$ cat src/rtl/cpctl_pkg.sv
package cpctl_pkg;

    localparam int CTRL_W   = 6;
    localparam int MASK_OFS = 8;

    localparam int B_ERR   = 0;
    localparam int B_FTEST = 1;
    localparam int B_IE    = 2;
    localparam int B_DBG   = 3;
    localparam int B_HIF   = 4;
    localparam int B_REN   = 5;

    // packed MSB first so that field order equals bit positions 5..0
    typedef struct packed {
        logic ren;
        logic hif;
        logic dbg;
        logic ie;
        logic ftest;
        logic err;
    } ctrl_t;

endpackage

$ cat src/rtl/cpctl_wrdec.sv
module cpctl_wrdec
    import cpctl_pkg::*;
#(
    parameter int DATA_W = 16
) (
    input  logic                  wr_en,
    input  logic [DATA_W/8-1:0]   wr_be,
    input  logic [DATA_W-1:0]     wr_data,
    output logic [CTRL_W-1:0]     upd,
    output logic [CTRL_W-1:0]     val
);

    localparam int VAL_LANE  = 0;
    localparam int MASK_LANE = MASK_OFS / 8;

    logic lanes_ok;
    logic spare_unused;

    assign lanes_ok     = wr_en & wr_be[VAL_LANE] & wr_be[MASK_LANE];
    assign spare_unused = ^{wr_data, wr_be};

    for (genvar i = 0; i < CTRL_W; i++) begin : g_bit
        assign upd[i] = lanes_ok & wr_data[MASK_OFS + i];
        assign val[i] = wr_data[i];
    end

endmodule

$ cat src/rtl/cpctl_bits.sv
module cpctl_bits
    import cpctl_pkg::*;
(
    input  logic              clk,
    input  logic              rst,
    input  logic [CTRL_W-1:0] upd,
    input  logic [CTRL_W-1:0] val,
    input  logic              err_set,
    input  logic              dbg_set,
    output ctrl_t             state_q
);

    ctrl_t state_d;

    always_comb begin
        state_d = state_q;
        if (upd[B_FTEST]) state_d.ftest = val[B_FTEST];
        if (upd[B_IE])    state_d.ie    = val[B_IE];
        if (upd[B_HIF])   state_d.hif   = val[B_HIF];
        if (upd[B_REN])   state_d.ren   = val[B_REN];
        // error flag: software may only clear, hardware set wins
        if (err_set)
            state_d.err = 1'b1;
        else if (upd[B_ERR] && !val[B_ERR])
            state_d.err = 1'b0;
        // debug: either breakpoint source wins over software
        if (dbg_set)
            state_d.dbg = 1'b1;
        else if (upd[B_DBG])
            state_d.dbg = val[B_DBG];
    end

    always_ff @(posedge clk) begin
        if (rst) state_q <= '0;
        else     state_q <= state_d;
    end

    AST_IE_HOLD: assert property (@(posedge clk) disable iff (rst)
        !upd[B_IE] |=> $stable(state_q.ie));
    AST_REN_HOLD: assert property (@(posedge clk) disable iff (rst)
        !upd[B_REN] |=> $stable(state_q.ren));
    AST_ERR_NO_SWSET: assert property (@(posedge clk) disable iff (rst)
        (!err_set && !state_q.err) |=> !state_q.err);
    AST_DBG_HW_SET: assert property (@(posedge clk) disable iff (rst)
        dbg_set |=> state_q.dbg);
    AST_ERR_HW_SET: assert property (@(posedge clk) disable iff (rst)
        err_set |=> state_q.err);
    AST_DBG_ONLY_WRITE_OR_BKPT: assert property (@(posedge clk) disable iff (rst)
        (!dbg_set && !upd[B_DBG]) |=> $stable(state_q.dbg));

endmodule

$ cat src/rtl/cpctl_out.sv
module cpctl_out
    import cpctl_pkg::*;
#(
    parameter int NUM_REQ = 4,
    parameter int DATA_W  = 16
) (
    input  logic               clk,
    input  logic               rst,
    input  ctrl_t              state_q,
    input  logic [NUM_REQ-1:0] req_in,
    input  logic               freeze_in,
    output logic [NUM_REQ-1:0] req_out,
    output logic               core_stall,
    output logic               err_irq,
    output logic               dbg_mode,
    output logic [DATA_W-1:0]  rd_data
);

    for (genvar r = 0; r < NUM_REQ; r++) begin : g_req
        assign req_out[r] = req_in[r] & state_q.ren;
    end

    assign core_stall = state_q.hif & freeze_in;
    assign err_irq    = state_q.err & state_q.ie;
    assign dbg_mode   = state_q.dbg;

    always_comb begin
        rd_data            = '0;
        rd_data[CTRL_W-1:0] = state_q;
    end

    AST_REQ_GATED: assert property (@(posedge clk) disable iff (rst)
        !state_q.ren |-> (req_out == '0));
    AST_STALL_NEEDS_FREEZE: assert property (@(posedge clk) disable iff (rst)
        core_stall |-> freeze_in);
    AST_IRQ_NEEDS_IE: assert property (@(posedge clk) disable iff (rst)
        err_irq |-> state_q.ie);

endmodule

$ cat src/rtl/cpctl_reg.sv
module cpctl_reg
    import cpctl_pkg::*;
#(
    parameter int NUM_REQ = 4,
    parameter int DATA_W  = 16
) (
    input  logic               clk,
    input  logic               rst,
    input  logic               wr_en,
    input  logic [DATA_W/8-1:0] wr_be,
    input  logic [DATA_W-1:0]  wr_data,
    output logic [DATA_W-1:0]  rd_data,
    input  logic [NUM_REQ-1:0] req_in,
    output logic [NUM_REQ-1:0] req_out,
    input  logic               freeze_in,
    output logic               core_stall,
    input  logic               sw_bkpt,
    input  logic               tag_bkpt,
    input  logic               sw_err_evt,
    output logic               dbg_mode,
    output logic               err_irq
);

    logic [CTRL_W-1:0] upd;
    logic [CTRL_W-1:0] val;
    logic              dbg_set;
    ctrl_t             state_q;

    assign dbg_set = sw_bkpt | tag_bkpt;

    cpctl_wrdec #(.DATA_W(DATA_W)) u_wrdec (
        .wr_en   (wr_en),
        .wr_be   (wr_be),
        .wr_data (wr_data),
        .upd     (upd),
        .val     (val)
    );

    cpctl_bits u_bits (
        .clk     (clk),
        .rst     (rst),
        .upd     (upd),
        .val     (val),
        .err_set (sw_err_evt),
        .dbg_set (dbg_set),
        .state_q (state_q)
    );

    cpctl_out #(.NUM_REQ(NUM_REQ), .DATA_W(DATA_W)) u_out (
        .clk        (clk),
        .rst        (rst),
        .state_q    (state_q),
        .req_in     (req_in),
        .freeze_in  (freeze_in),
        .req_out    (req_out),
        .core_stall (core_stall),
        .err_irq    (err_irq),
        .dbg_mode   (dbg_mode),
        .rd_data    (rd_data)
    );

    AST_RESET_CLEARS: assert property (@(posedge clk)
        rst |=> (rd_data == '0));
    AST_LANES_REQUIRED: assert property (@(posedge clk) disable iff (rst)
        (!dbg_set && !sw_err_evt && !(wr_en && wr_be == '1)) |=> $stable(rd_data));

endmodule

$ cat config.mk
export PLATFORM = sky130hd
export DESIGN_NAME = cpctl_reg
export DESIGN_NICKNAME = d
export VERILOG_FILES = /design/src/rtl/cpctl_pkg.sv /design/src/rtl/cpctl_wrdec.sv /design/src/rtl/cpctl_bits.sv /design/src/rtl/cpctl_out.sv /design/src/rtl/cpctl_reg.sv
export SDC_FILE = /design/constraint.sdc
export NUM_CORES = 1
export LEC_CHECK = 0
export BUFFER_PORTS_ARGS = -buffer_cell sky130_fd_sc_hd__buf_2
export CORE_MARGIN = 2
export CORE_UTILIZATION = 26
export DETAILED_ROUTE_END_ITERATION = 8
export PLACE_DENSITY_LB_ADDON = 0.25
export SYNTH_ARGS = -nofsm -noshare
export SYNTH_HDL_FRONTEND = slang
export SYNTH_SLANG_ARGS = --single-unit
export TNS_END_PERCENT = 50
$ cat constraint.sdc
create_clock -name clk -period 0.8 [get_ports clk]
set_clock_uncertainty 0.05 [all_clocks]
set_input_delay 0.04 -clock clk [delete_from_list [all_inputs] [get_ports clk]]
set_output_delay 0.04 -clock clk [all_outputs]
set_load 0.005 [all_outputs]
* Word level (Yosys, flattened, before mapping)
Cells that the tools add are included.
Word-level totals: register bits after elaboration 6, bits of input ports 29, output and inout port bits 23
Cells by class: mux-type cells 4, bitwise logic cells 15, reductions and logical operators 4
Operators by type and width (count):
- $and 1x1->1 | 14
- $mux 1 | 4
- $reduce_bool 2->1 | 2
- $logic_and 1x1->1 | 1
- $logic_not 1->1 | 1
- $or 1x1->1 | 1

* Logic depth before layout (Yosys ltp)
word-level depth 6, depth in mapped cells 3

* Cells and area by module
From an unflattened synthesis, not the netlist that was laid out.
Second synthesis, totals: cell total of the unflattened synthesis 57, area total of the unflattened synthesis 480.5 µm²
Modules (own cells, without submodules):
- cpctl_bits | instances 1, cells an instance 20, area each 207.7 µm²
- cpctl_out | instances 1, cells an instance 24, area each 168.9 µm²
- cpctl_wrdec | instances 1, cells an instance 12, area each 97.6 µm²
- cpctl_reg | instances 1, cells an instance 1, area each 6.3 µm²

* Worst setup path after synthesis
No wires, ideal clock.
path kind reg-to-reg, from reg u_bits.state_q[3] (netlist name), to reg u_bits.state_q[3] (netlist name), arrival 494 ps, required time 632 ps, path slack 138 ps, cell stages (with the launch flop) 3, clock period less this slack 662 ps, cell sequence dfxtp_1 > mux2i_1 > a21oi_1

* Final worst setup path
from reg u_bits.state_q[5] (netlist name), to out req_out[2]
Between the ends: cells in the longest elaborated chain, start to end 1
Ends and longest elaborated chain:
- $and 1x1->1 | line cpctl_out.sv:20 | assign req_out[r] = req_in[r] & state_q.ren;
- end: declaration | line cpctl_reg.sv:14 | output logic [NUM_REQ-1:0] req_out,
No other way between the ends.

==> flow_summary.toml <==
[outcome]
outcome = "complete, but fails checks"
violations = "negative setup slack"

[setup_path]
crit_path_start = "u_bits.state_q[5]$_SDFFE_PP0P_"
worstPathCellList = "and2_4, buf_6"
cp_slowest_cell = "dfxtp_4"
r2r_start = "u_bits.state_q[5]$_SDFFE_PP0P_"
start_kind = "register"
crit_family = "flip-flops"
critPathRequiredTime_ns = 0.71
crit_type = "register to output pin"
worst-path-buf-inv = 1
path_max_fanout = 6
cp.arrival_ns = 0.85
max_stage_delay_ns = 0.35
critPathCaptureType = "output pin"

[layout]
syn_to_final_growth_pct = 81.5
final_cell_mix = "buf_2 (32), conb_1 (10), dlygate4sd3_1 (7)"
drive_above_1_share = 0.584
multiInputGateArea_sq_um = 226
final_nets = 120
fillers = 134
largest_reg_flops = 6
final_cell_area_sq_um = 686
antenna_cells = 0
seqCellArea_sq_um = 130
largestRegisters = "u_bits.state_q x6"
top_register = "u_bits.state_q"
final_common_cell = "buf_2"
final_core_util = 0.514

[cts]
cts_tree = "built"
numCtsBuffers = 3
clock-root-buffer = "clkbuf_4"
postCtsSetupRepairBufs = 0
clockBufferDepth = 2
htreeDepth = 1
clk_pin_slew_ns = 0.05
worstSkewPairLatency_ns = 0.25
numClockSinks = 6

[placement]
place.gp.congestion = 0.634
dpl.hpwl_um = 762
port_buffers = 37
placed_cell_area_sq_um = 533

[sta]
setup_viol = 7
period_share = 1.18
hold_viol = 0
fin_crit_ns = 0.941
clock.fmax_ghz = 1.06
tns_ns = -0.778
slew_violations = 0
hold_slack_ns = 0.0239
setup_ws_ns = -0.141
rsz0062_at_grt = "yes"

[yosys]
synthTopCellsByArea = "dfxtp_1 (32%), buf_4 (22%), mux2i_1 (13%)"
synth-xor-area-share = 0
synth_area_per_cell_sq_um = 8.59
seq_area_frac_synth = 0.318
syn_inst = 44
yosysWarnings = 0
netlist_area_sq_um = 378
ys_seq_elements = 6
synthMuxAreaShare = 0.132
synth-compound-area-share = 0.0132
synth_top_cell_area_share = 0.318
synth_top_family_by_area = "simple AND/OR/NAND/NOR gates"
synthAdderAreaFrac = 0
synth_area_leader_cell = "dfxtp_1"
yosysUniqueCellTypes = 11
synth-simple-area-share = 0.308

[power]
vdd_drop_max_uv = 524
p_per_area_mw_per_mm2 = 1150
cellLeakagePower_nw = 0.393

[detailed_routing]
routed_via_density = 4.44
route.vias.total = 462
drt-wirelength-per-cell_um = 10.7
drt_wl_total_um = 1120
ant_nets = 0
drtIter0Drc = 4
drc = 0
drtPass1Iterations = 4

[floorplanning]
coreArea_sq_mm = 0.00133
die_w_um = 42.1
num_rows = 13
die_area_sq_mm = 0.00177
initial_utilization = 0.283
die_h_um = 42.1
num_io_pins = 52

[flow_run]
maxCapViolCount = 0

[min_path]
hp-class = "input port to register"
min_from = "sw_err_evt"

[global_route]
grt_antenna_before_repair = 0
grt_remaining_overflow = 0
groute.usage.overall = 0.136
grt_start_max_net_pins = 7
grt_pass1_vias = 447
grt_pass1_wl_um = 1800
## synthesized netlist by cell type (all sizes together)
| master | number |
|---|---|
| buf | 11 |
| and2 | 6 |
| dfxtp | 6 |
| nor2 | 6 |
| mux2i | 5 |
| nand4 | 5 |
| a21oi | 1 |
| conb | 1 |
| nand3 | 1 |
| nor3 | 1 |
| nor4b | 1 |
## stage by stage
| stage | setup slack [ns] | total power [mW] | instances |
|---|---|---|---|
| floorplan | 0.138 | 0.404 | 53 |
| global placement | 0.0734 | 0.452 | 94 |
| detailed placement | 0.0572 | 0.456 | 94 |
| CTS | -0.132 | 0.793 | 105 |
| global route | -0.173 | 0.847 | 104 |
| finish | -0.141 | 0.788 | 104 |
## final timing paths
check	to	slack (ns)	cells after the start
min reg2reg	u_bits.state_q[4]$_SDFFE_PP0P_	0.44	2
max reg2reg	u_bits.state_q[5]$_SDFFE_PP0P_	0.11	2
max	req_out[2]	-0.14	2
min	u_bits.state_q[0]$_SDFFE_PP0P_	0.02	3
## cell families (layout without fill, tap and decap cells)
kind of cell / Yosys count / after routing
flops: 6 / 6
compound gates: 1 / 1
mux: 5 / 5
simple gates: 20 / 20
other cells: 1 / 10
buf+inv: 11 / 47
## worst register-to-register path: cells and delay by family, from the launching register on
| family | cells | cell delay (ns) |
|---|---|---|
| and+or+nand+nor | 1 | 0.05 |
| DFF | 1 | 0.35 |
| muxes | 1 | 0.13 |
## report_power, final
| group | internal (mW) | switching, mW | leakage, nW |
|---|---|---|---|
| Clock | 0.171 | 0.128 | 0.0138 |
| Sequential | 0.311 | 0.00854 | 0.0517 |
| Combinational | 0.100 | 0.0701 | 0.328 |
| Total | 0.582 | 0.206 | 0.393 |
## area by class of cell
type                       count  share of cell area
tap                           15              0.0274
multi-input combinational     36               0.330
timing repair buffer          44               0.420
sequential                     6               0.190
clock buffer                   3              0.0328
## layer usage
metal | wire, um | track usage
met1 | 381 | 0.145
met2 | 585 | 0.231
met3 | 116 | 0.0259
met4 | 33 | 0.113
met5 | 0 | 0
## repair_timing
item	in CTS	in global routing
endpoints found under the setup margin	12	19
pin swaps	1	0
gates resized for setup	5	13
endpoints found under the hold margin	5	0
hold buffers	8	0
cloned	0	0
Power figures use the tool's default switching activity.
